--- src/rtl/mdc_pkg.sv ---
`timescale 1ns/1ps
// Shared types for the multiplexed-address DRAM controller.
package mdc_pkg;
    // Sequencer phases; ROW/COL/PRE form an access, REF/PRE a refresh.
    typedef enum logic [2:0] {
        ST_IDLE = 3'd0,
        ST_ROW  = 3'd1,
        ST_COL  = 3'd2,
        ST_PRE  = 3'd3,
        ST_REF  = 3'd4
    } mdc_state_e;
endpackage

--- src/rtl/mdc_refresh.sv ---
`timescale 1ns/1ps
// Refresh demand generator and row counter.
// Raises a pending flag every REF_INTERVAL cycles, cleared when the
// sequencer starts a refresh; steps the row counter at refresh end.
// Assumes REF_INTERVAL >= 2 and that one refresh completes well
// within an interval (a second expiry while pending merges).
module mdc_refresh #(
    parameter int REF_INTERVAL = 1560,
    parameter int ROW_W        = 12
) (
    input  logic             clk,
    input  logic             rst_n,
    input  logic             ref_start_i,
    input  logic             ref_end_i,
    output logic             pending_o,
    output logic [ROW_W-1:0] ref_row_o
);
    localparam int TMR_W = $clog2(REF_INTERVAL);
    localparam logic [TMR_W-1:0] TMR_LAST = TMR_W'(REF_INTERVAL - 1);

    logic [TMR_W-1:0] tmr_q;
    logic             expire;

    assign expire = (tmr_q == TMR_LAST);

    // Free-running interval timer.
    always_ff @(posedge clk) begin
        if (!rst_n)      tmr_q <= '0;
        else if (expire) tmr_q <= '0;
        else             tmr_q <= tmr_q + 1'b1;
    end

    // Pending flag: set on expiry, cleared when refresh is launched.
    always_ff @(posedge clk) begin
        if (!rst_n)           pending_o <= 1'b0;
        else if (expire)      pending_o <= 1'b1;
        else if (ref_start_i) pending_o <= 1'b0;
    end

    // Row counter, advanced once per completed refresh, wraps naturally.
    always_ff @(posedge clk) begin
        if (!rst_n)         ref_row_o <= '0;
        else if (ref_end_i) ref_row_o <= ref_row_o + 1'b1;
    end

    // each refresh moves the row on by exactly one, modulo rows.
    p_row_step_r8: assert property (@(posedge clk) disable iff (!rst_n)
        ref_end_i |=> (ref_row_o == ROW_W'($past(ref_row_o) + 1'b1)));

    // a demand is not forgotten until a refresh is launched.
    p_pend_hold_r9: assert property (@(posedge clk) disable iff (!rst_n)
        (pending_o && !ref_start_i) |=> pending_o);
endmodule

--- src/rtl/mdc_seq.sv ---
`timescale 1ns/1ps
// Strobe sequencer. Walks ROW -> COL -> PRE for an access and
// REF -> PRE for a refresh, each phase lasting a parameter count.
// Refresh wins over a request only in IDLE; no phase is cut short.
// Assumes every timing parameter is at least 1.
module mdc_seq
    import mdc_pkg::*;
#(
    parameter int T_RCD     = 2,
    parameter int T_CAS     = 2,
    parameter int T_RP      = 2,
    parameter int T_REF_RAS = 3
) (
    input  logic       clk,
    input  logic       rst_n,
    input  logic       req_i,
    input  logic       ref_pend_i,
    output mdc_state_e state_o,
    output logic       ready_o,
    output logic       accept_o,
    output logic       ref_start_o,
    output logic       ref_end_o,
    output logic       done_o,
    output logic       ras_n_o,
    output logic       cas_n_o,
    output logic       cs_n_o
);
    localparam int TMAX_A = (T_RCD > T_CAS) ? T_RCD : T_CAS;
    localparam int TMAX_B = (T_RP > T_REF_RAS) ? T_RP : T_REF_RAS;
    localparam int TMAX   = (TMAX_A > TMAX_B) ? TMAX_A : TMAX_B;
    localparam int CNT_W  = (TMAX < 2) ? 1 : $clog2(TMAX);

    mdc_state_e       state_q;
    logic [CNT_W-1:0] cnt_q;
    logic             last;
    logic             done_q;

    assign last        = (cnt_q == '0);
    assign ready_o     = (state_q == ST_IDLE) && !ref_pend_i;
    assign accept_o    = ready_o && req_i;
    assign ref_start_o = (state_q == ST_IDLE) && ref_pend_i;
    assign ref_end_o   = (state_q == ST_REF) && last;
    assign state_o     = state_q;
    assign done_o      = done_q;

    // Phase register and down-counter for the current phase length.
    always_ff @(posedge clk) begin
        if (!rst_n) begin
            state_q <= ST_IDLE;
            cnt_q   <= '0;
        end else begin
            case (state_q)
                ST_IDLE: begin
                    if (ref_pend_i) begin
                        state_q <= ST_REF;
                        cnt_q   <= CNT_W'(T_REF_RAS - 1);
                    end else if (req_i) begin
                        state_q <= ST_ROW;
                        cnt_q   <= CNT_W'(T_RCD - 1);
                    end
                end
                ST_ROW: begin
                    if (last) begin
                        state_q <= ST_COL;
                        cnt_q   <= CNT_W'(T_CAS - 1);
                    end else cnt_q <= cnt_q - 1'b1;
                end
                ST_COL, ST_REF: begin
                    if (last) begin
                        state_q <= ST_PRE;
                        cnt_q   <= CNT_W'(T_RP - 1);
                    end else cnt_q <= cnt_q - 1'b1;
                end
                ST_PRE: begin
                    if (last) state_q <= ST_IDLE;
                    else      cnt_q   <= cnt_q - 1'b1;
                end
                default: state_q <= ST_IDLE;
            endcase
        end
    end

    // Completion pulse for the cycle after the column phase ends.
    always_ff @(posedge clk) begin
        if (!rst_n) done_q <= 1'b0;
        else        done_q <= (state_q == ST_COL) && last;
    end

    // Strobe decode from the phase register.
    always_comb begin
        ras_n_o = !((state_q == ST_ROW) || (state_q == ST_COL) || (state_q == ST_REF));
        cas_n_o = (state_q != ST_COL);
        cs_n_o  = (state_q == ST_IDLE) || (state_q == ST_PRE);
    end

    // the column strobe only ever appears inside an open row.
    p_cas_in_ras_r3: assert property (@(posedge clk) disable iff (!rst_n)
        !cas_n_o |-> !ras_n_o);

    // completion follows a column strobe.
    p_done_after_cas_r5: assert property (@(posedge clk) disable iff (!rst_n)
        done_o |-> ($past(!cas_n_o) && cas_n_o && ras_n_o));

    // an accepted request opens a row on the next cycle.
    p_accept_row_r2: assert property (@(posedge clk) disable iff (!rst_n)
        accept_o |=> (!ras_n_o && cas_n_o && !cs_n_o));

    // no acceptance while a strobe is active.
    p_ready_quiet_r6: assert property (@(posedge clk) disable iff (!rst_n)
        ready_o |-> (ras_n_o && cas_n_o));

    // the refresh path is taken when a demand is seen in idle.
    p_ref_first_r9: assert property (@(posedge clk) disable iff (!rst_n)
        ref_start_o |=> (!ras_n_o && cas_n_o));
endmodule

--- src/rtl/mdc_addr_mux.sv ---
`timescale 1ns/1ps
// Address capture and pin multiplexer. Latches row, column and write
// flag on acceptance, then presents row, column or refresh row on the
// shared pins according to the sequencer phase.
module mdc_addr_mux
    import mdc_pkg::*;
#(
    parameter int ROW_W = 12,
    parameter int COL_W = 9,
    parameter int PIN_W = 12
) (
    input  logic                   clk,
    input  logic                   rst_n,
    input  logic                   accept_i,
    input  logic [ROW_W+COL_W-1:0] addr_i,
    input  logic                   wr_i,
    input  mdc_state_e             state_i,
    input  logic [ROW_W-1:0]       ref_row_i,
    output logic [PIN_W-1:0]       pin_addr_o,
    output logic                   we_n_o
);
    logic [ROW_W-1:0] row_q;
    logic [COL_W-1:0] col_q;
    logic             wr_q;

    // Capture the request fields on the accept edge only.
    always_ff @(posedge clk) begin
        if (!rst_n) begin
            row_q <= '0;
            col_q <= '0;
            wr_q  <= 1'b0;
        end else if (accept_i) begin
            row_q <= addr_i[ROW_W+COL_W-1:COL_W];
            col_q <= addr_i[COL_W-1:0];
            wr_q  <= wr_i;
        end
    end

    // Phase-dependent pin selection and write-enable.
    always_comb begin
        case (state_i)
            ST_ROW:  pin_addr_o = PIN_W'(row_q);
            ST_COL:  pin_addr_o = PIN_W'(col_q);
            ST_REF:  pin_addr_o = PIN_W'(ref_row_i);
            default: pin_addr_o = '0;
        endcase
        we_n_o = !(wr_q && ((state_i == ST_ROW) || (state_i == ST_COL)));
    end

    // the column value is steady across the column phase.
    p_col_stable_r3: assert property (@(posedge clk) disable iff (!rst_n)
        (state_i == ST_COL && $past(state_i) == ST_COL) |-> $stable(pin_addr_o));

    // write enable never asserts during a refresh.
    p_ref_no_we_r7: assert property (@(posedge clk) disable iff (!rst_n)
        (state_i == ST_REF) |-> we_n_o);
endmodule

--- src/rtl/mux_dram_ctrl.sv ---
`timescale 1ns/1ps
// Top of the multiplexed-address DRAM controller. Joins the refresh
// generator, strobe sequencer and address multiplexer. Data lines do
// not pass through this block.
module mux_dram_ctrl #(
    parameter int ROW_W        = 12,
    parameter int COL_W        = 9,
    parameter int T_RCD        = 2,
    parameter int T_CAS        = 2,
    parameter int T_RP         = 2,
    parameter int T_REF_RAS    = 3,
    parameter int REF_INTERVAL = 1560,
    localparam int ADDR_W      = ROW_W + COL_W,
    localparam int PIN_W       = (ROW_W > COL_W) ? ROW_W : COL_W
) (
    input  logic              clk,
    input  logic              rst_n,
    input  logic              req,
    input  logic [ADDR_W-1:0] addr,
    input  logic              wr,
    output logic              ready,
    output logic              done,
    output logic [PIN_W-1:0]  mem_addr,
    output logic              ras_n,
    output logic              cas_n,
    output logic              cs_n,
    output logic              we_n
);
    import mdc_pkg::*;

    mdc_state_e       state;
    logic             accept;
    logic             ref_pend;
    logic             ref_start;
    logic             ref_end;
    logic [ROW_W-1:0] ref_row;

    mdc_refresh #(
        .REF_INTERVAL (REF_INTERVAL),
        .ROW_W        (ROW_W)
    ) u_refresh (
        .clk         (clk),
        .rst_n       (rst_n),
        .ref_start_i (ref_start),
        .ref_end_i   (ref_end),
        .pending_o   (ref_pend),
        .ref_row_o   (ref_row)
    );

    mdc_seq #(
        .T_RCD     (T_RCD),
        .T_CAS     (T_CAS),
        .T_RP      (T_RP),
        .T_REF_RAS (T_REF_RAS)
    ) u_seq (
        .clk         (clk),
        .rst_n       (rst_n),
        .req_i       (req),
        .ref_pend_i  (ref_pend),
        .state_o     (state),
        .ready_o     (ready),
        .accept_o    (accept),
        .ref_start_o (ref_start),
        .ref_end_o   (ref_end),
        .done_o      (done),
        .ras_n_o     (ras_n),
        .cas_n_o     (cas_n),
        .cs_n_o      (cs_n)
    );

    mdc_addr_mux #(
        .ROW_W (ROW_W),
        .COL_W (COL_W),
        .PIN_W (PIN_W)
    ) u_amux (
        .clk        (clk),
        .rst_n      (rst_n),
        .accept_i   (accept),
        .addr_i     (addr),
        .wr_i       (wr),
        .state_i    (state),
        .ref_row_i  (ref_row),
        .pin_addr_o (mem_addr),
        .we_n_o     (we_n)
    );

    // chip select follows the row strobe's active window.
    p_cs_with_ras_r1: assert property (@(posedge clk) disable iff (!rst_n)
        !ras_n |-> !cs_n);

    // a refresh row strobe ends without a completion pulse.
    p_ref_silent_r10: assert property (@(posedge clk) disable iff (!rst_n)
        ($past(state) == ST_REF && state == ST_PRE) |-> !done);
endmodule

--- config.mk ---
export PLATFORM = sky130hd
export DESIGN_NAME = mux_dram_ctrl
export DESIGN_NICKNAME = d
export VERILOG_FILES = /design/src/rtl/mdc_pkg.sv /design/src/rtl/mdc_refresh.sv /design/src/rtl/mdc_seq.sv /design/src/rtl/mdc_addr_mux.sv /design/src/rtl/mux_dram_ctrl.sv
export SDC_FILE = /design/constraint.sdc
export NUM_CORES = 1
export LEC_CHECK = 0
export ABC_AREA = 0
export CAP_MARGIN = 10
export CORE_UTILIZATION = 53
export DETAILED_ROUTE_END_ITERATION = 16
export PLACE_DENSITY = 0.92
export SYNTH_ARGS = -nofsm -noshare
export SYNTH_HDL_FRONTEND = slang
export SYNTH_SLANG_ARGS = --single-unit
--- constraint.sdc ---
create_clock -name clk -period 2 [get_ports clk]
set_input_delay 0.4 -clock clk [delete_from_list [all_inputs] [get_ports clk]]
set_output_delay 0.4 -clock clk [all_outputs]
set_load 0.05 [all_outputs]
Yosys cells after proc, flatten, opt, wreduce, memory -nomap -nowiden --
Index checks and enable logic that the tools add are counted. Widths: inputs -> output; s select.
Word-level totals: output and inout port bits 18, logic and storage cells 59, input bits 25, register bits after elaboration 52
Operators by class: reduce and logical (&&, ||, !) cells 21, $add $sub $neg 3, multiplexer cells 14, equal/unequal tests 11, bitwise logic cells 1
Operators by type and width (number):
- $pmux 12 s3 | 1
- $mux 3 | 5
- $add 12x1->12 const B | 1
- $pmux 3 s4 | 1
- $add 11x1->11 const B | 1
- $eq 11x11->1 const B | 1
- $mux 2 | 4
- $eq 3x2->1 const B | 2
- $logic_and 1x1->1 | 6
- $pmux 2 s3 | 1
- $ne 2x1->1 const B | 2
- $ne 2x2->1 const B | 2
- $reduce_and 4->1 | 1
- $reduce_or 2->1 | 2
- $eq 3x1->1 const B | 1
- $eq 3x3->1 const B | 1
- $logic_not 1->1 | 3
- $logic_not 3->1 | 1
- $logic_or 1x1->1 | 3
- $ne 3x2->1 const B | 1
- $ne 3x3->1 const B | 1
- $reduce_and 3->1 | 1
- $reduce_bool 3->1 | 1
- $reduce_or 3->1 | 1
- 5 further kinds | 6

Depth between registers and ports, before layout --
depth after elaboration 4, depth in mapped cells 8, mapped depth without buffers 6

By module --
From an unflattened synthesis, not the netlist that was laid out.
Unflattened totals: cells, all modules 294, area, all modules 2805.2 um^2
By module, submodules not included:
- mdc_addr_mux | sequential area each 440.4 um^2, cells each 116, times used 1, area an instance 1237.4 um^2
- mdc_refresh | sequential area each 480.5 um^2, cells each 115, times used 1, area an instance 1056.0 um^2
- mdc_seq | sequential area each 120.1 um^2, cells each 63, times used 1, area an instance 511.7 um^2

Worst setup path before layout --
OpenSTA, ideal clock, no wires.
path kind reg-to-output, start point reg u_seq.state_q[0], in the netlist u_seq.state_o[0], end point out mem_addr[0], arrival time 2292 ps, setup slack -692 ps, data required time 1600 ps, buffers on the path 2, cell stages (with the launch flop) 6, cells stage by stage dfxtp_1 clkbuf_1 clkbuf_1 nor2_1 a22oi_1 o21ai_0
On the way: longest elaborated chain between the ends 2, elaborated cells on any way between the ends 4, those cells by class eq/ne (3); mux (1)
RTL lines:
- from (decl) | RTL line mdc_seq.sv:33 | mdc_state_e state_q;
- from (signal assigned) | RTL line mdc_seq.sv:49 | state_q <= ST_IDLE;
- from (signal assigned) | RTL line mdc_seq.sv:55 | state_q <= ST_REF;
- from (signal assigned) | RTL line mdc_seq.sv:58 | state_q <= ST_ROW;
- $eq 3x3->1, or another cell as far along | RTL line mdc_addr_mux.sv:41 | case (state_i)
- $pmux 12 s3 (*) | RTL line mdc_addr_mux.sv:41
- to (decl) | RTL line mux_dram_ctrl.sv:23 | output logic [PIN_W-1:0] mem_addr,
Every way passes the cells marked *; elsewhere a longest branch is shown, timed or not.

Worst setup path after layout --
start point reg u_seq.state_q[1], in the netlist u_seq.state_o[1], end point reg u_refresh.ref_row_o[10]
On the way: longest elaborated chain between the ends 2
RTL lines:
- $eq 3x3->1 | RTL line mdc_seq.sv:42 | assign ref_end_o = (state_q == ST_REF) && last;
- $logic_and 1x1->1 | RTL line mdc_seq.sv:42
- to (signal assigned) | RTL line mdc_refresh.sv:43 | else if (ref_end_i) ref_row_o <= ref_row_o + 1'b1;
- to (decl) | RTL line mdc_refresh.sv:16 | output logic [ROW_W-1:0] ref_row_o
No other way between the ends. A chain may end at the register's enable or synchronous reset.

==> out/qor.csv <==
stage,metric,value,unit
detailed_routing,average wire per standard cell,19.18,um
power_and_ir_drop,Max VDD drop,659.0,uV
detailed_routing,drt first pass iters,5,
logic_synthesis,synthesized netlist cell count,319,
place,placer congestion estimate,0.8435,
final_layout,Reg area,1046,um^2
detailed_routing,routed vias/inst,6.197,
logic_synthesis,Synth async-reset ratio,0,%
final_layout,antenna cells,0,
place,Port Buf Inserts,42,
clocking,Longest Clk Path Bufs,2,
setup_path,crit end category,flop,
logic_synthesis,distinct cell type count after synthesis,45,
global_route,first-pass GRT wire length,11.34,mm
setup_path,RR Endpoint,u_refresh.ref_row_o[10]$_SDFFE_PN0P_,
global_route,Total GRT Usage,28.69,%
final_layout,Syn-to-layout area delta,38.86,%
min_path,hold crit path type,reg -> reg,
global_route,largest net degree at the start of global routing,23,
setup_path,Critical R2R Launch,u_seq.state_o[1]$_SDFFE_PN0P_,
power_and_ir_drop,P per Cell Area,1023,nW/um^2
die,Die Height,71.67,um
clocking,# H-tree levels,2,
global_route,total gr overflow,0,
logic_synthesis,Avg Inst Size Synth,8.064,um^2
final_layout,"commonest non-fill, non-tap cell in the layout",nand2_1,
detailed_routing,drt drc,0,
detailed_routing,Routed Antenna Nets,0,
logic_synthesis,Post-Synthesis Cell Area,2572,um^2
logic_synthesis,Yosys reg bits,52,
detailed_routing,Iter 0 DRT Violations,237,
die,core area,4504,um^2
clocking,Post-CTS Hold Buffers,0,
power_and_ir_drop,Tot Pwr,3.654,mW
global_route,initial antenna violation count,0,
timing,Fin. Hold Viols,0,
clocking,CTS tree,yes,
setup_path,crit path DAT,2.20,ns
detailed_routing,DR vias,2578,
die,Die Width,71.67,um
final_layout,area of the multi-input gates,1609,um^2
setup_path,reg2reg setup slack,0.02,ns
logic_synthesis,"Top FF cell, synth",dfxtp_1,
logic_synthesis,syn nets,348,
clocking,CTS Root Cell,clkbuf_8,
die,row cnt,24,
setup_path,Setup CP Type,reg -> reg,
setup_path,CP Max Fanout,21,
die,initial core utilization,57.11,%
timing,period utilisation layout,99.00,%
die,IO Pins,43,
setup_path,CP Data Required Time,2.22,ns
clocking,clk sink count,52,
power_and_ir_drop,Leak Pwr,1.336,nW
detailed_routing,Routed WL,7.980,mm
timing,Worst-Margin Slew,0.5775,ns
timing,fin crit period,1.980,ns
setup_path,crit path from,u_seq.state_o[1]$_SDFFE_PN0P_,
final_layout,fill count,252,
setup_path,R2R cell count,5,
clocking,clk_lat worst skew,0.32,ns
timing,final worst slack,0.02008,ns
final_layout,most frequent cells in the layout,"69 x nand2_1, 50 x dfxtp_1, 25 x clkdlybuf4s50_1",
run_status,outcome,"complete, no violations",
clocking,Num CTS Buffers,5,
min_path,Cells on Worst Hold Path,1,
setup_path,crit path capture,u_refresh.ref_row_o[10]$_SDFFE_PN0P_,
logic_synthesis,synth warn,0,
setup_path,Critical Path Start Type,flop,
timing,Layout Skew,0.005837,ns
timing,Slew Limit Fails,0,
final_layout,share of layout cells above drive strength 1,21.15,%
die,Total Die Area,5137,um^2
timing,Max Freq,0.5051,GHz
place,hpwl dp,4.767,mm
place,post-place setup slack,0.05512,ns
logic_synthesis,"Seq/Total Area, Yosys",40.47,%
clocking,clock-pin slew on the worst setup and hold paths,0.10,ns
timing,Setup-failing EPs final,0,
final_layout,fin nets,392,
run,MaxCap Viol Count,0,
logic_synthesis,Post-synth EDFFs,0,
global_route,vias in the first global route,2444,
timing,worst rel slew slack,61.15,%
-- Yosys cell counts (2+ instances only) --
master	count	area, um^2
a21boi_0	22	165.2
a21boi_1	2	15.01
a21oi_1	3	15.01
a22oi_1	12	90.09
a31oi_1	2	12.51
and2_1	15	93.84
buf_4	2	15.01
clkbuf_1	17	63.81
dfxtp_1	52	1041
ha_1	4	50.05
inv_1	7	26.28
mux2i_1	2	20.02
nand2_1	69	259.0
nand2b_1	2	12.51
nand3_1	10	50.05
nand4_1	4	25.02
nand4bb_1	2	22.52
nor2_1	19	71.32
nor2b_1	7	43.79
nor3_1	8	40.04
nor4_1	3	18.77
o21ai_0	13	65.06
or3_1	2	12.51
or4_4	2	22.52
xnor2_1	6	52.55
xor2_1	13	113.9
-- layout make-up --
class	count	area share [%]
Sequential cell	52	29.28
Clock inverter	3	0.5954
Timing Repair Buffer	57	20.60
Tap cell	52	1.821
Multi-Input combinational cell	240	45.04
Clock buffer	5	1.926
Inverter	7	0.7356
-- repair_timing --
item,in CTS,in global routing
setup endpoints to repair,16,13
pin swaps,0,1
setup buffers,0,1
resized for setup,13,17
gates cloned,0,1
-- worst min-delay path by stage --
| stage | start | endpoint | slack (ns) |
|---|---|---|---|
| after detailed placement | u_amux.row_q[8]$_SDFFE_PN0P_ | u_amux.row_q[8]$_SDFFE_PN0P_ | 0.45 |
| after CTS | u_amux.row_q[8]$_SDFFE_PN0P_ | u_amux.row_q[8]$_SDFFE_PN0P_ | 0.46 |
| after global placement | u_refresh.tmr_q[0]$_SDFF_PP0_ | u_refresh.tmr_q[0]$_SDFF_PP0_ | 0.44 |
| after floorplan | u_refresh.tmr_q[0]$_SDFF_PP0_ | u_refresh.tmr_q[0]$_SDFF_PP0_ | 0.43 |
| final | u_refresh.tmr_q[0]$_SDFF_PP0_ | u_refresh.tmr_q[0]$_SDFF_PP0_ | 0.49 |
| after global routing | u_amux.row_q[9]$_SDFFE_PN0P_ | u_amux.row_q[9]$_SDFFE_PN0P_ | 0.51 |
-- cell families (layout without fill, tap and decap cells) --
kind of cell	count (synthesis)	in the layout	synth area share, %
adder cells (fa/ha/maj)	4	4	1.946
buffers and inverters	27	72	4.231
XOR/XNOR	19	19	6.469
AND/OR/NAND/NOR	152	152	28.99
flip-flops	52	52	40.47
multiplexers	2	2	0.7782
AO/OA/AOI/OAI	63	63	17.12
-- metal layers --
layer	GRT usage [%]	wire length [um]
met1	33.60	3173
met2	49.58	3909
met3	6.470	572
met4	13.73	325
met5	0	0
-- power breakdown --
part / internal, mW / switching [mW]
combinational: 0.753 / 1.01
clock: 0.249 / 0.377
sequential: 1.15 / 0.118
-- flip-flops by register name (all words and copies together), names as in the netlist --
register / flops
u_amux.row_q: 12
u_refresh.ref_row_o: 12
u_refresh.tmr_q: 11
u_amux.col_q: 9
u_seq.state_o: 3
u_seq.cnt_q: 2
u_amux.wr_q: 1
u_refresh.pending_o: 1
u_seq.done_o: 1
-- worst max-delay path, stage by stage (launching register included) --
cell and delay (ns):
dfxtp_1 0.35, buf_12 0.17, nand4bb_2 0.40, nor4_1 0.62, xor2_1 0.15, and2_1 0.19
-- through the flow --
| step | instance area [um^2] | cells | utilization, % | hold WS (ns) | TNS [ns] |
|---|---|---|---|---|---|
| 2_1_floorplan | 2681 | 319 | - | 0.4299 | -0.1379 |
| 3_3_place_gp | 3352 | 406 | 74.42 | 0.4426 | 0 |
| 3_5_place_dp | 3352 | 406 | 74.42 | 0.4478 | 0 |
| 4_1_cts | 3495 | 414 | 77.58 | 0.4613 | -0.1013 |
| 5_1_grt | 3572 | 416 | 79.31 | 0.5133 | -0.04478 |
| 6_report | 3572 | 416 | 79.31 | 0.4861 | 0 |
Power figures use the tool's default switching activity.
